File: src/rtl/fc_seq_pkg.sv
package fc_seq_pkg;

  // number of set bits in a word of up to 16 bits
  function automatic int unsigned ones16(input logic [15:0] x);
    int unsigned n;
    n = 0;
    for (int i = 0; i < 16; i++) n += int'(x[i]);
    return n;
  endfunction

endpackage

File: src/rtl/fc_region_classifier.sv
module fc_region_classifier #(
  parameter int NCAP = 3,
  parameter int VW   = 10
) (
  input  logic [NCAP*VW-1:0] v_cap,
  input  logic [NCAP*VW-1:0] ctl_lo,
  input  logic [NCAP*VW-1:0] ctl_hi,
  input  logic [VW-1:0]      safe_margin,
  output logic [NCAP-1:0]    region_idx,
  output logic               out_ctl,
  output logic               out_safe
);

  logic [NCAP-1:0] beyond_ctl;
  logic [NCAP-1:0] beyond_safe;

  for (genvar j = 0; j < NCAP; j++) begin : g_cap
    logic [VW:0] v_e, lo_e, hi_e, mg_e, mid_sum;
    assign v_e     = {1'b0, v_cap [j*VW +: VW]};
    assign lo_e    = {1'b0, ctl_lo[j*VW +: VW]};
    assign hi_e    = {1'b0, ctl_hi[j*VW +: VW]};
    assign mg_e    = {1'b0, safe_margin};
    assign mid_sum = lo_e + hi_e;
    // bisection of the interval: upper half includes the midpoint
    assign region_idx[j]  = v_e >= (mid_sum >> 1);
    assign beyond_ctl[j]  = (v_e < lo_e) || (v_e > hi_e);
    assign beyond_safe[j] = ((v_e + mg_e) < lo_e) || (v_e > (hi_e + mg_e));
  end

  assign out_ctl  = |beyond_ctl;
  assign out_safe = |beyond_safe;

endmodule

File: src/rtl/fc_pattern_store.sv
module fc_pattern_store #(
  parameter int NCELL = 4,
  parameter int RW    = 3,
  parameter int SW    = 3
) (
  input  logic             clk,
  input  logic             rst_n,
  input  logic             wr_en,
  input  logic [RW-1:0]    wr_region,
  input  logic [SW-1:0]    wr_step,
  input  logic [NCELL-1:0] wr_mode,
  input  logic [RW-1:0]    rd_region,
  input  logic [SW-1:0]    rd_step,
  output logic [NCELL-1:0] rd_mode
);

  localparam int AW    = RW + SW;
  localparam int DEPTH = 1 << AW;

  logic [NCELL-1:0] mem [DEPTH];

  always_ff @(posedge clk or negedge rst_n) begin
    if (!rst_n) begin
      for (int i = 0; i < DEPTH; i++) mem[i] <= '0;
    end else if (wr_en) begin
      mem[{wr_region, wr_step}] <= wr_mode;
    end
  end

  assign rd_mode = mem[{rd_region, rd_step}];

endmodule

File: src/rtl/fc_step_sequencer.sv
module fc_step_sequencer #(
  parameter int STEPS = 8,
  parameter int SW    = $clog2(STEPS)
) (
  input  logic          clk,
  input  logic          rst_n,
  input  logic          tick,
  output logic [SW-1:0] step_q,
  output logic [SW-1:0] next_step,
  output logic          started_q,
  output logic          idle,
  output logic          load_start,
  output logic          cyc_start_q
);

  localparam logic [SW-1:0] LAST = SW'(STEPS - 1);

  assign idle       = !started_q || (step_q == LAST);
  assign load_start = tick && idle;
  assign next_step  = load_start ? '0 : step_q + 1'b1;

  always_ff @(posedge clk or negedge rst_n) begin
    if (!rst_n) begin
      step_q      <= '0;
      started_q   <= 1'b0;
      cyc_start_q <= 1'b0;
    end else begin
      cyc_start_q <= load_start;
      if (tick) begin
        step_q    <= next_step;
        started_q <= 1'b1;
      end
    end
  end

endmodule

File: src/rtl/fc_transition_guard.sv
module fc_transition_guard #(
  parameter int NCELL = 4
) (
  input  logic             clk,
  input  logic             rst_n,
  input  logic             tick,
  input  logic             check_en,
  input  logic [NCELL-1:0] cand,
  output logic [NCELL-1:0] mode_q,
  output logic             illegal_q
);

  logic [15:0] diff;
  logic        refuse;

  always_comb begin
    diff              = '0;
    diff[NCELL-1:0]   = cand ^ mode_q;
    refuse            = check_en && (fc_seq_pkg::ones16(diff) != 1);
  end

  always_ff @(posedge clk or negedge rst_n) begin
    if (!rst_n) begin
      mode_q    <= '0;
      illegal_q <= 1'b0;
    end else if (tick) begin
      if (refuse) illegal_q <= 1'b1;
      else        mode_q    <= cand;
    end
  end

endmodule

File: src/rtl/fc_pattern_sequencer.sv
module fc_pattern_sequencer #(
  parameter int NCELL = 4,
  parameter int VW    = 10
) (
  input  logic                     clk,
  input  logic                     rst_n,
  input  logic                     tick,
  input  logic [(NCELL-1)*VW-1:0]  v_cap,
  input  logic [(NCELL-1)*VW-1:0]  ctl_lo,
  input  logic [(NCELL-1)*VW-1:0]  ctl_hi,
  input  logic [VW-1:0]            safe_margin,
  input  logic                     tbl_valid,
  output logic                     tbl_ready,
  input  logic [NCELL-2:0]         tbl_region,
  input  logic [$clog2(2*NCELL)-1:0] tbl_step,
  input  logic [NCELL-1:0]         tbl_mode,
  output logic [NCELL-1:0]         mode_o,
  output logic [NCELL-2:0]         region_o,
  output logic                     cyc_start_o,
  output logic                     flt_illegal_o,
  output logic                     flt_unsafe_o,
  output logic                     flt_outreg_o
);

  localparam int NCAP  = NCELL - 1;
  localparam int STEPS = 2 * NCELL;
  localparam int SW    = $clog2(STEPS);
  localparam int RW    = NCAP;

  logic [RW-1:0]    region_now, region_q, rd_region;
  logic             out_ctl_now, out_safe_now;
  logic             outreg_q, unsafe_q;
  logic [SW-1:0]    step_q, next_step;
  logic             started_q, idle, load_start, cyc_start_q;
  logic [NCELL-1:0] cand;

  fc_region_classifier #(.NCAP(NCAP), .VW(VW)) u_class (
    .v_cap       (v_cap),
    .ctl_lo      (ctl_lo),
    .ctl_hi      (ctl_hi),
    .safe_margin (safe_margin),
    .region_idx  (region_now),
    .out_ctl     (out_ctl_now),
    .out_safe    (out_safe_now)
  );

  fc_step_sequencer #(.STEPS(STEPS), .SW(SW)) u_seq (
    .clk         (clk),
    .rst_n       (rst_n),
    .tick        (tick),
    .step_q      (step_q),
    .next_step   (next_step),
    .started_q   (started_q),
    .idle        (idle),
    .load_start  (load_start),
    .cyc_start_q (cyc_start_q)
  );

  // table accepts words only between cycles and never on a tick
  assign tbl_ready = idle && !tick;
  assign rd_region = load_start ? region_now : region_q;

  fc_pattern_store #(.NCELL(NCELL), .RW(RW), .SW(SW)) u_store (
    .clk       (clk),
    .rst_n     (rst_n),
    .wr_en     (tbl_valid && tbl_ready),
    .wr_region (tbl_region),
    .wr_step   (tbl_step),
    .wr_mode   (tbl_mode),
    .rd_region (rd_region),
    .rd_step   (next_step),
    .rd_mode   (cand)
  );

  fc_transition_guard #(.NCELL(NCELL)) u_guard (
    .clk       (clk),
    .rst_n     (rst_n),
    .tick      (tick),
    .check_en  (started_q),
    .cand      (cand),
    .mode_q    (mode_o),
    .illegal_q (flt_illegal_o)
  );

  always_ff @(posedge clk or negedge rst_n) begin
    if (!rst_n) begin
      region_q <= '0;
      outreg_q <= 1'b0;
      unsafe_q <= 1'b0;
    end else if (load_start) begin
      region_q <= region_now;
      outreg_q <= out_ctl_now;
      if (out_safe_now) unsafe_q <= 1'b1;
    end
  end

  assign region_o     = region_q;
  assign cyc_start_o  = cyc_start_q;
  assign flt_outreg_o = outreg_q;
  assign flt_unsafe_o = unsafe_q;

endmodule

File: config.mk
export PLATFORM = sky130hd
export DESIGN_NAME = fc_pattern_sequencer
export DESIGN_NICKNAME = d
export VERILOG_FILES = /design/src/rtl/fc_seq_pkg.sv /design/src/rtl/fc_region_classifier.sv /design/src/rtl/fc_pattern_store.sv /design/src/rtl/fc_step_sequencer.sv /design/src/rtl/fc_transition_guard.sv /design/src/rtl/fc_pattern_sequencer.sv
export SDC_FILE = /design/constraint.sdc
export NUM_CORES = 1
export LEC_CHECK = 0
export BUFFER_PORTS_ARGS = -buffer_cell sky130_fd_sc_hd__buf_2
export CORE_ASPECT_RATIO = 0.8
export CORE_MARGIN = 3
export CORE_UTILIZATION = 58
export CTS_BUF_LIST = sky130_fd_sc_hd__clkbuf_8
export CTS_CLUSTER_SIZE = 40
export DETAILED_ROUTE_END_ITERATION = 10
export PLACE_DENSITY = 0.8
export REMOVE_ABC_BUFFERS = 1
export SLEW_MARGIN = 0
export SYNTH_ARGS = -nofsm -noshare
export SYNTH_HDL_FRONTEND = slang
export SYNTH_SLANG_ARGS = --single-unit
File: constraint.sdc
create_clock -name clk -period 3.7 [get_ports clk]
set_input_delay 0.37 -clock clk [delete_from_list [all_inputs] [get_ports clk]]
set_output_delay 0.37 -clock clk [all_outputs]
set_load 0.02 [all_outputs]
==> flow_summary_export.csv, run 1 <==
group,metric,value,unit
outcome,outcome,"finished with violations",
outcome,failed_checks,"negative setup slack",
floorplan,core_area,33800,um^2
route,remaining_drc_errors,0,
clock_network,cts_tree,"done",
timing,slew_viol_final,0,
clock_network,clockBufferDepth,3,
layout,final_cell_mix,"dfrtp_1, mux2_2, ha_1, buf_4, buf_2",
grt,gr-total-overflow,0,
power_and_ir_drop,power,14500,uW
clock_network,cts_inserted_buffers,42,
floorplan,initial_utilization,59.1,%
placement,numPortBuffers,125,
critical_path,crit_end,"u_guard.mode_q[0]",
clock_network,clock_latency,0.57,ns
grt,grt_max_degree,102,
layout,final_common_cell,"dfrtp_1",
synth,syn_avg_cell_area,10.3,um^2
synth,async_flop_share,100,%
power_and_ir_drop,combPwrFrac,59.7,%
timing,finalSetupTns,-5.53,ns
timing,fin_crit_sh,130,%
hold_path,hold_class,"in2reg",
layout,area_delta_synth_final,19.2,%
grt,grt_pass1_wl,90000,um
floorplan,rows,60,
timing,fin_ws,-1.12,ns
synth,synth_ff_type,"dfrtp_1",
route,wl_per_cell,21.0,um
synth,synthesis.area,20000,um^2
layout,final_cell_area,23800,um^2
power_and_ir_drop,pwr-share-clk,17.9,%
critical_path,setup.worst_path.start_class,"input port",
critical_path,r2r_end,"u_guard.mode_q[0]",
route,viasPerCell,6.22,
timing,clock_skew,0.0279,ns
critical_path,critPathMaxFanout,8,
timing,setup_viol,5,
clock_network,cts-root-buf,"clkbuf_8",
floorplan,die_x,213,um
placement,dpl_worst_slack,-2.31,ns
timing,tightest_slew,1.01,ns
route,first_pass_iters,7,
synth,synth_warnings,0,
layout,final_util,70.5,%
clock_network,htreeDepth,2,
floorplan,fp.dieH,172,um
clock_network,cts.sinks,271,
critical_path,reg2reg_from,"u_seq.step_q[0]",
synth,ys_ff_latch,271,
power_and_ir_drop,p_switching,6140,uW
critical_path,critPathKind,"in2reg",
synth,syn_inst,1947,
critical_path,critPathLaunch,"ctl_hi[0]",
placement,gp_congestion,0.936,
critical_path,cp.required,4.14,ns
layout,drive_gt1_share,31.9,%
critical_path,arrival,5.27,ns
floorplan,top_level_ports,126,
power_and_ir_drop,switching_share,42.4,%
grt,grt_pass1_vias,17200,
power_and_ir_drop,p_int,8330,uW
route,wirelength,57500,um
timing,layout_min_cycle_time,4.82,ns
timing,slew_headroom,32.8,%
timing,hold_viol_final,0,
timing,max_freq,0.207,GHz
placement,place_area,22700,um^2
route,ant_nets,0,
power_and_ir_drop,max-vdd-ir-drop,637,uV
floorplan,die_area,36700,um^2
synth,ys_types,67,
placement,place_hpwl,41800,um
route,drt_iter0_drc,1530,
synth,seq_area_frac_synth,34.0,%
power_and_ir_drop,leakagePower,0.0124,uW
timing,rsz0062_at_grt,"true",
grt,track_usage,30.7,%
synth,synth-edff-count,0,
grt,antenna_found_initial,4,
critical_path,reg2reg_slack,-0.63,ns
layout,nets,2623,
power_and_ir_drop,power.density,608,nW/um^2
clock_network,clk_pin_slew,0.07,ns
route,vias,17000,
critical_path,reg2reg_depth,21,
job,cap_violations,0,
critical_path,end_kind,"flop",
power_and_ir_drop,seqPwrFrac,22.4,%
-- logic make-up after synthesis --
group           share of synthesized area (%)
flops                                    34.0
compound gates                           15.2
simple gates                             9.08
fa+ha+maj                                15.7
buf+inv                                  3.69
xor+xnor                                 3.20
mux                                      19.2
-- per-stage QoR --
step / instances / hold WS (ns)
after floorplan: 1855 / 0.0744
after global placement: 2645 / 0.470
after detailed placement: 2645 / 0.472
after CTS: 2727 / 0.163
after global routing: 2732 / 0.191
final: 2733 / 0.182
-- critical path, cell delays in order --
cell       delay [ns]
buf_6            0.10
and2_4           0.15
fa_2             0.33
a21o_1           0.19
a21oi_2          0.15
o21bai_1         0.10
a21oi_2          0.17
o21bai_1         0.10
a21oi_2          0.20
xor2_1           0.19
ha_1             0.28
a21o_1           0.20
a2111oi_4        0.34
a211o_4          0.25
buf_12           0.14
mux2i_1          0.22
mux2i_1          0.10
mux2i_1          0.22
xnor2_1          0.16
ha_1             0.26
fa_2             0.36
ha_4             0.25
nor2_2           0.07
nand2_1          0.06
nand2_2          0.08
nand2_4          0.08
nand2_1          0.06
o21ai_1          0.06
-- worst min path at each step --
stage                      from              end  slack (ns)  depth (start not counted)
after floorplan           rst_n     flt_outreg_o        0.07                          0
after global placement    rst_n  u_store.mem[82]        0.47                          1
after detailed placement  rst_n  u_store.mem[80]        0.47                          1
after CTS                  tick  u_seq.step_q[0]        0.16                          3
after global routing       tick  u_seq.step_q[0]        0.19                          3
final                      tick  u_seq.step_q[0]        0.18                          3
-- cell usage after synthesis, types with 10 or more instances --
| master | count | area [um^2] |
|---|---|---|
| a21o_1 | 80 | 601 |
| nor2b_1 | 50 | 313 |
| o22ai_1 | 32 | 200 |
| xor2_1 | 35 | 307 |
| o21ai_0 | 75 | 375 |
| nand2b_1 | 47 | 294 |
| a22oi_1 | 32 | 240 |
| fa_1 | 10 | 200 |
| a221oi_1 | 34 | 298 |
| inv_1 | 86 | 323 |
| a211oi_1 | 11 | 82.6 |
| ha_1 | 235 | 2940 |
| nor2_1 | 94 | 353 |
| mux2_2 | 253 | 2850 |
| o21a_1 | 13 | 97.6 |
| dfrtp_1 | 271 | 6780 |
| nand2_1 | 103 | 387 |
| buf_2 | 13 | 65.1 |
| nand3_1 | 14 | 70.1 |
| a21oi_1 | 124 | 621 |
| xnor2_1 | 38 | 333 |
| mux2i_1 | 93 | 931 |
| o21bai_1 | 14 | 105 |
| clkbuf_1 | 66 | 248 |
-- cell type report --
type	instances	area, um^2
well taps	434	543
repair buffers	365	2660
inverters	88	330
clock inverters	20	120
diodes	5	12.5
clock buffers	54	743
flip-flops and latches	271	6790
fillers	2338	9980
multi-input cells	1496	12600
-- power by group through the flow --
stage          Combinational, uW  Clock [uW]  Sequential (uW)
6_report                    8630        2600             3240
3_5_place_dp                8000           0             3290
5_1_grt                     9270        2750             3250
2_1_floorplan               4560           0             3530
3_3_place_gp                7760           0             3280
4_1_cts                     8340        2610             3240
-- repair_timing --
| item | 4_1_cts | 5_1_grt |
|---|---|---|
| cloned | 1 | 0 |
| pin swaps | 29 | 5 |
| setup endpoints to repair | 5 | 5 |
| buffers inserted | 6 | 1 |
| hold endpoints to repair | 98 | 0 |
| hold buffers | 1 | 0 |
| resized for setup | 27 | 12 |
-- layer usage --
layer  GRT usage (%)  routed length [um]  vias up
met5               0                   0        -
met4            11.4                2110        0
met3            6.13                4670      178
met2            48.3               25700      773
met1            42.4               25000     8306
li1                -                   -     7746
-- sequential cells by signal (all words and copies together) (netlist names) --
name	cells
u_store.mem	256
u_guard.mode_q	4
region_o	3
u_seq.step_q	3
flt_outreg_o	1
flt_unsafe_o	1
u_guard.illegal_q	1
u_seq.cyc_start_q	1
u_seq.started_q	1
Power figures use the tool's default switching activity.
==> run 2: changes to the inputs <==
--- a/config.mk
+++ b/config.mk
@@ -5,14 +5,14 @@
 export SDC_FILE = /design/constraint.sdc
 export NUM_CORES = 1
 export LEC_CHECK = 0
-export BUFFER_PORTS_ARGS = -buffer_cell sky130_fd_sc_hd__buf_2
+export BUFFER_PORTS_ARGS = -buffer_cell sky130_fd_sc_hd__buf_4
 export CORE_ASPECT_RATIO = 0.8
 export CORE_MARGIN = 3
 export CORE_UTILIZATION = 58
 export CTS_BUF_LIST = sky130_fd_sc_hd__clkbuf_8
 export CTS_CLUSTER_SIZE = 40
 export DETAILED_ROUTE_END_ITERATION = 10
-export PLACE_DENSITY = 0.8
+export PLACE_DENSITY = 0.81
 export REMOVE_ABC_BUFFERS = 1
 export SLEW_MARGIN = 0
 export SYNTH_ARGS = -nofsm -noshare
==> run 2 against run 1 <==
The flow still finishes with violations (negative setup slack). Count of clock-buffer cells in the layout is 4 higher. Cell area is 0.71% higher. Non-clock buffer count is 25 lower. Largest cell class unchanged.
==> flow_summary_export.csv, run 2 (synthesis results as in run 1) <==
group,metric,value,unit
grt,grt-busiest-layer,"met2",
layout,largest_reg_flops,256,
layout,drive_gt1_share,31.3,%
grt,use_met2,50.4,%
grt,grt_util_met3,5.88,%
route,wirelength,57700,um
layout,area_delta_synth_final,20.1,%
floorplan,core_area,33800,um^2
grt,grt_pass1_wl,90600,um
critical_path,max_stage_delay,0.38,ns
floorplan,top_level_ports,126,
timing,hold_viol_final,0,
route,drt_iter0_drc,1267,
power_and_ir_drop,leakagePower,0.0124,uW
grt,track_usage,31.0,%
route,ant_nets,0,
placement,numPortBuffers,125,
layout,nFillCells,2363,
layout,final_util,71.0,%
critical_path,setup.worst_path.start_class,"input port",
floorplan,fp.dieH,172,um
timing,slew_viol_final,0,
outcome,outcome,"finished with violations",
critical_path,critPathKind,"in2reg",
critical_path,critPathMaxFanout,8,
placement,gp_congestion,0.950,
route,first_pass_iters,5,
floorplan,initial_utilization,59.1,%
clock_network,cts_inserted_buffers,42,
grt,grt_max_degree,97,
outcome,failed_checks,"negative setup slack",
timing,clock_skew,0.0296,ns
clock_network,cts_tree,"done",
route,wl_per_cell,21.3,um
layout,reg_top3,"u_store.mem x256, u_guard.mode_q x4",
critical_path,reg2reg_depth,21,
power_and_ir_drop,power,14700,uW
grt,gr-usage-met1,41.5,%
grt,gr-total-overflow,0,
layout,final_cell_mix,"buf_4, dfrtp_1, mux2_2, ha_1, a21oi_1",
clock_network,cts.sinks,271,
critical_path,crit_family,"compound AO/OA/AOI/OAI gates",
clock_network,clock_latency,0.55,ns
layout,nets,2598,
clock_network,htreeDepth,2,
timing,hold-worst-slack,0.243,ns
hold_path,hold_class,"in2reg",
floorplan,die_area,36700,um^2
job,cap_violations,0,
critical_path,arrival,5.36,ns
route,viasPerCell,6.22,
layout,final_common_cell,"buf_4",
clock_network,clockBufferDepth,3,
timing,max_freq,0.203,GHz
power_and_ir_drop,power.density,615,nW/um^2
critical_path,crit_slowest_cell,"fa_2",
grt,antenna_found_initial,1,
timing,layout_min_cycle_time,4.93,ns
hold_path,hold_end,"u_seq.step_q[0]",
hold_path,min_from,"tick",
layout,diodes,0,
layout,seq_area,6790,um^2
layout,multi_input_area,12600,um^2
timing,rsz0062_at_grt,"true",
layout,largest_register,"u_store.mem",
critical_path,reg2reg_from,"u_seq.step_q[0]",
critical_path,end_kind,"flop",
floorplan,die_x,213,um
timing,setup_viol,5,
route,vias,16800,
critical_path,r2r_end,"u_guard.mode_q[1]",
timing,fin_crit_sh,133,%
power_and_ir_drop,max-vdd-ir-drop,554,uV
clock_network,clk_pin_slew,0.06,ns
timing,tightest_slew,1.30,ns
critical_path,reg2reg_slack,-0.51,ns
critical_path,cp.depth,28,
clock_network,cts-root-buf,"clkbuf_8",
timing,slew_headroom,12.9,%
placement,place_hpwl,40900,um
critical_path,cp.required,4.13,ns
floorplan,rows,60,
route,remaining_drc_errors,0,
hold_path,whs_path_depth,3,
timing,fin_ws,-1.23,ns
grt,grt_pass1_vias,17500,
critical_path,timing.critical_path.buf_inv,2,
run 2: cell types whose count changed in the layout (fill, tap and decap cells not counted), sizes merged:
| cell | before | now |
|---|---|---|
| clkinvlp | 2 | 1 |
| buf | 364 | 339 |
| inv | 100 | 97 |
| clkbuf | 54 | 58 |
| diode | 5 | 0 |
| bufinv | 1 | 2 |
| clkinv | 5 | 4 |
run 2: where the power goes:
| group | total, uW | internal, uW | switching (uW) |
|---|---|---|---|
| Clock | 2730 | 1530 | 1200 |
| Sequential | 3250 | 3130 | 127 |
| Combinational | 8760 | 3920 | 4840 |
run 2: area by class of cell:
| class | count | share of cell area [%] |
|---|---|---|
| Clock buffer | 58 | 3.33 |
| Clock inverter | 16 | 0.522 |
| Inverter | 88 | 1.38 |
| Multi-Input combinational cell | 1496 | 52.7 |
| Sequential cell | 271 | 28.3 |
| Tap cell | 434 | 2.27 |
| Timing Repair Buffer | 340 | 11.5 |
run 2: worst max-delay path by stage:
stage                          startpoint           endpoint  slack (ns)
final                           ctl_hi[0]  u_guard.mode_q[1]       -1.23
after global routing            ctl_hi[0]  u_guard.mode_q[1]       -1.50
after CTS                       ctl_lo[1]  u_guard.mode_q[1]       -1.13
after detailed placement        ctl_hi[0]  u_guard.mode_q[1]       -2.23
after global placement          ctl_hi[0]  u_guard.mode_q[2]       -2.07
after floorplan           u_seq.step_q[0]  u_guard.mode_q[0]       -5.49
run 2: worst reg2reg max path: cells and delay by family (launching register included):
family | cells | cell delay [ns]
adder cells (fa/ha/maj) | 5 | 1.33
AO/OA/AOI/OAI | 4 | 0.69
AND/OR/NAND/NOR | 6 | 0.59
buffers and inverters | 2 | 0.41
multiplexers | 3 | 0.43
XOR/XNOR | 1 | 0.16
flip-flops | 1 | 0.48
run 2: routing by layer:
metal / vias up / part of all wire, %
li1: 7681 / -
met1: 8243 / 43
met2: 732 / 46
met3: 159 / 7.8
met4: 2 / 3.5
met5: - / 0.023
run 2: what timing repair did:
action	CTS	global route
setup endpoints to repair	5	6
hold buffers	1	0
endpoints found under the hold margin	89	0
pin swaps	25	21
cloned	1	0
buffers inserted	6	1
gates resized for setup	25	18
run 2: through the flow:
step	TNS [ns]	instances	setup slack [ns]	area, um^2
5_1_grt	-7.42	2703	-1.50	24000
4_1_cts	-5.49	2702	-1.13	23900
6_report	-6.08	2703	-1.23	24000
3_3_place_gp	-10.44	2620	-2.07	22800
2_1_floorplan	-643.08	1855	-5.49	19600
3_5_place_dp	-11.49	2620	-2.23	22800
==> run 3: changes to the inputs <==
--- a/config.mk
+++ b/config.mk
@@ -18,3 +18,4 @@
 export SYNTH_ARGS = -nofsm -noshare
 export SYNTH_HDL_FRONTEND = slang
 export SYNTH_SLANG_ARGS = --single-unit
+export TNS_END_PERCENT = 50
==> run 3 against run 2 <==
The run still ends with negative setup slack left. Fmax decreased by 0.40%. Register-to-register slack about the same. Global-route usage unchanged. Core utilization about the same. Cell count unchanged. Die area unchanged. Non-clock buffer count unchanged. Clock skew decreased by 0.0030 ns. Count of clock-buffer cells in the layout unchanged. Sequential share of layout area about the same. Largest power group unchanged.
==> flow_summary_export.csv, run 3 (synthesis results as in run 1) <==
group,metric,value,unit
layout,largest_register,"u_store.mem",
timing,clock_skew,0.0266,ns
critical_path,reg2reg_slack,-0.52,ns
floorplan,fp.dieH,172,um
layout,nFillCells,2365,
timing,rsz0062_at_grt,"true",
floorplan,die_area,36700,um^2
layout,drive_gt1_share,31.3,%
floorplan,die_x,213,um
timing,setup_viol,5,
grt,grt_pass1_wl,90600,um
clock_network,clk_pin_slew,0.06,ns
grt,track_usage,31.0,%
route,viasPerCell,6.22,
placement,place_hpwl,40900,um
layout,area_delta_synth_final,20.0,%
timing,tightest_slew,1.17,ns
grt,grt_pass1_vias,17500,
route,first_pass_iters,6,
timing,max_freq,0.202,GHz
timing,layout_min_cycle_time,4.95,ns
layout,final_common_cell,"buf_4",
timing,fin_ws,-1.25,ns
outcome,failed_checks,"negative setup slack",
placement,place_area,22800,um^2
floorplan,core_area,33800,um^2
route,ant_nets,0,
placement,numPortBuffers,125,
layout,final_cell_mix,"buf_4, dfrtp_1, mux2_2, ha_1, a21oi_1",
power_and_ir_drop,combPwrFrac,59.4,%
grt,grt_max_degree,97,
job,cap_violations,0,
route,drt_iter0_drc,1418,
power_and_ir_drop,leakagePower,0.0124,uW
layout,reg_top3,"u_store.mem x256, u_guard.mode_q x4",
timing,fin_crit_sh,134,%
clock_network,htreeDepth,2,
floorplan,rows,60,
clock_network,cts.sinks,271,
power_and_ir_drop,p_switching,6140,uW
clock_network,cts_inserted_buffers,42,
layout,largest_reg_flops,256,
placement,gp_congestion,0.950,
grt,gr-total-overflow,0,
layout,nets,2598,
clock_network,clockBufferDepth,3,
floorplan,top_level_ports,126,
placement,dpl_worst_slack,-2.23,ns
floorplan,initial_utilization,59.1,%
critical_path,arrival,5.38,ns
power_and_ir_drop,switching_share,41.7,%
outcome,outcome,"finished with violations",
clock_network,cts-root-buf,"clkbuf_8",
layout,diodes,0,
clock_network,clock_latency,0.55,ns
critical_path,cp.required,4.13,ns
critical_path,critPathKind,"in2reg",
power_and_ir_drop,max-vdd-ir-drop,547,uV
power_and_ir_drop,seqPwrFrac,22.1,%
timing,slew_viol_final,0,
critical_path,critPathMaxFanout,8,
critical_path,end_kind,"flop",
critical_path,setup.worst_path.start_class,"input port",
route,remaining_drc_errors,0,
timing,hold_viol_final,0,
power_and_ir_drop,power.density,614,nW/um^2
timing,slew_headroom,21.5,%
route,wirelength,57600,um
route,vias,16800,
route,wl_per_cell,21.3,um
hold_path,hold_class,"in2reg",
clock_network,cts_tree,"done",
power_and_ir_drop,p_int,8570,uW
power_and_ir_drop,pwr-share-clk,18.5,%
grt,antenna_found_initial,1,
layout,final_cell_area,24000,um^2
run 3: layout make-up:
type                       count  area, um^2  share of cell area, %
tap                          434         543                   2.27
inverter                      88         330                   1.38
timing repair buffer         340        2770                   11.5
clock buffer                  58         798                   3.33
clock inverter                16         125                  0.522
multi-input combinational   1496       12600                   52.7
sequential                   271        6790                   28.3
run 3: routing by layer:
metal | track usage, % | wire (um) | up-vias
li1 | - | - | 7692
met1 | 41.5 | 24400 | 8250
met2 | 50.4 | 26400 | 706
met3 | 5.88 | 4740 | 165
met4 | 11.5 | 2030 | 2
met5 | 0 | 13 | -
run 3: path summary, 6_finish.rpt:
check	start	endpoint	cells after the start
hold / removal	tick	u_seq.step_q[0]	3
setup reg to reg	u_seq.step_q[0]	u_guard.mode_q[1]	21
setup / recovery	ctl_hi[0]	u_guard.mode_q[1]	28
hold reg to reg	u_store.mem[43]	u_store.mem[43]	1
max in group asynchronous	rst_n	u_store.mem[242]	3
min in group asynchronous	rst_n	u_store.mem[98]	2
run 3: worst max-delay path, stage by stage:
cell and delay, ns:
buf_6 0.09, and2_4 0.15, fa_2 0.33, a21o_1 0.17, a21oi_2 0.16, o21bai_1 0.11
a21oi_2 0.17, o21bai_1 0.11, a21oi_2 0.20, xor2_1 0.23, ha_1 0.29, a21o_1 0.19
a2111oi_4 0.37, a211o_4 0.25, buf_12 0.14, mux2i_1 0.21, mux2i_1 0.09, mux2i_1 0.23
xnor2_1 0.15, ha_1 0.27, fa_2 0.38, ha_4 0.23, nor2_4 0.08, nand2_2 0.06
nand2_2 0.09, nand2_4 0.09, nand2_2 0.06, o21ai_1 0.06
run 3: timing repair:
item                                   4_1_cts  5_1_grt
pin swaps                                   25       20
gates resized for setup                     25       17
buffers inserted                             6        1
cloned                                       1        0
setup endpoints to repair                    5        6
hold buffers                                 1        0
endpoints found under the hold margin       89        0
run 3: power groups by stage:
stage / registers (uW) / logic, uW / clock network (uW)
floorplan: 3530 / 4560 / 0
global placement: 3290 / 7630 / 0
detailed placement: 3300 / 7770 / 0
CTS: 3250 / 8110 / 2750
global route: 3260 / 9360 / 2900
finish: 3250 / 8730 / 2720
run 3: through the flow:
stage | utilization (%) | hold WS, ns | TNS [ns] | std cells | power, uW
after detailed placement | 67.4 | 0.438 | -11.49 | 2620 | 11100
after global placement | 67.4 | 0.427 | -10.44 | 2620 | 10900
final | 71.0 | 0.239 | -6.17 | 2703 | 14700
after floorplan | - | 0.0744 | -643.08 | 1855 | 8080
after global routing | 71.0 | 0.235 | -7.46 | 2703 | 15500
after CTS | 70.8 | 0.214 | -5.49 | 2702 | 14100
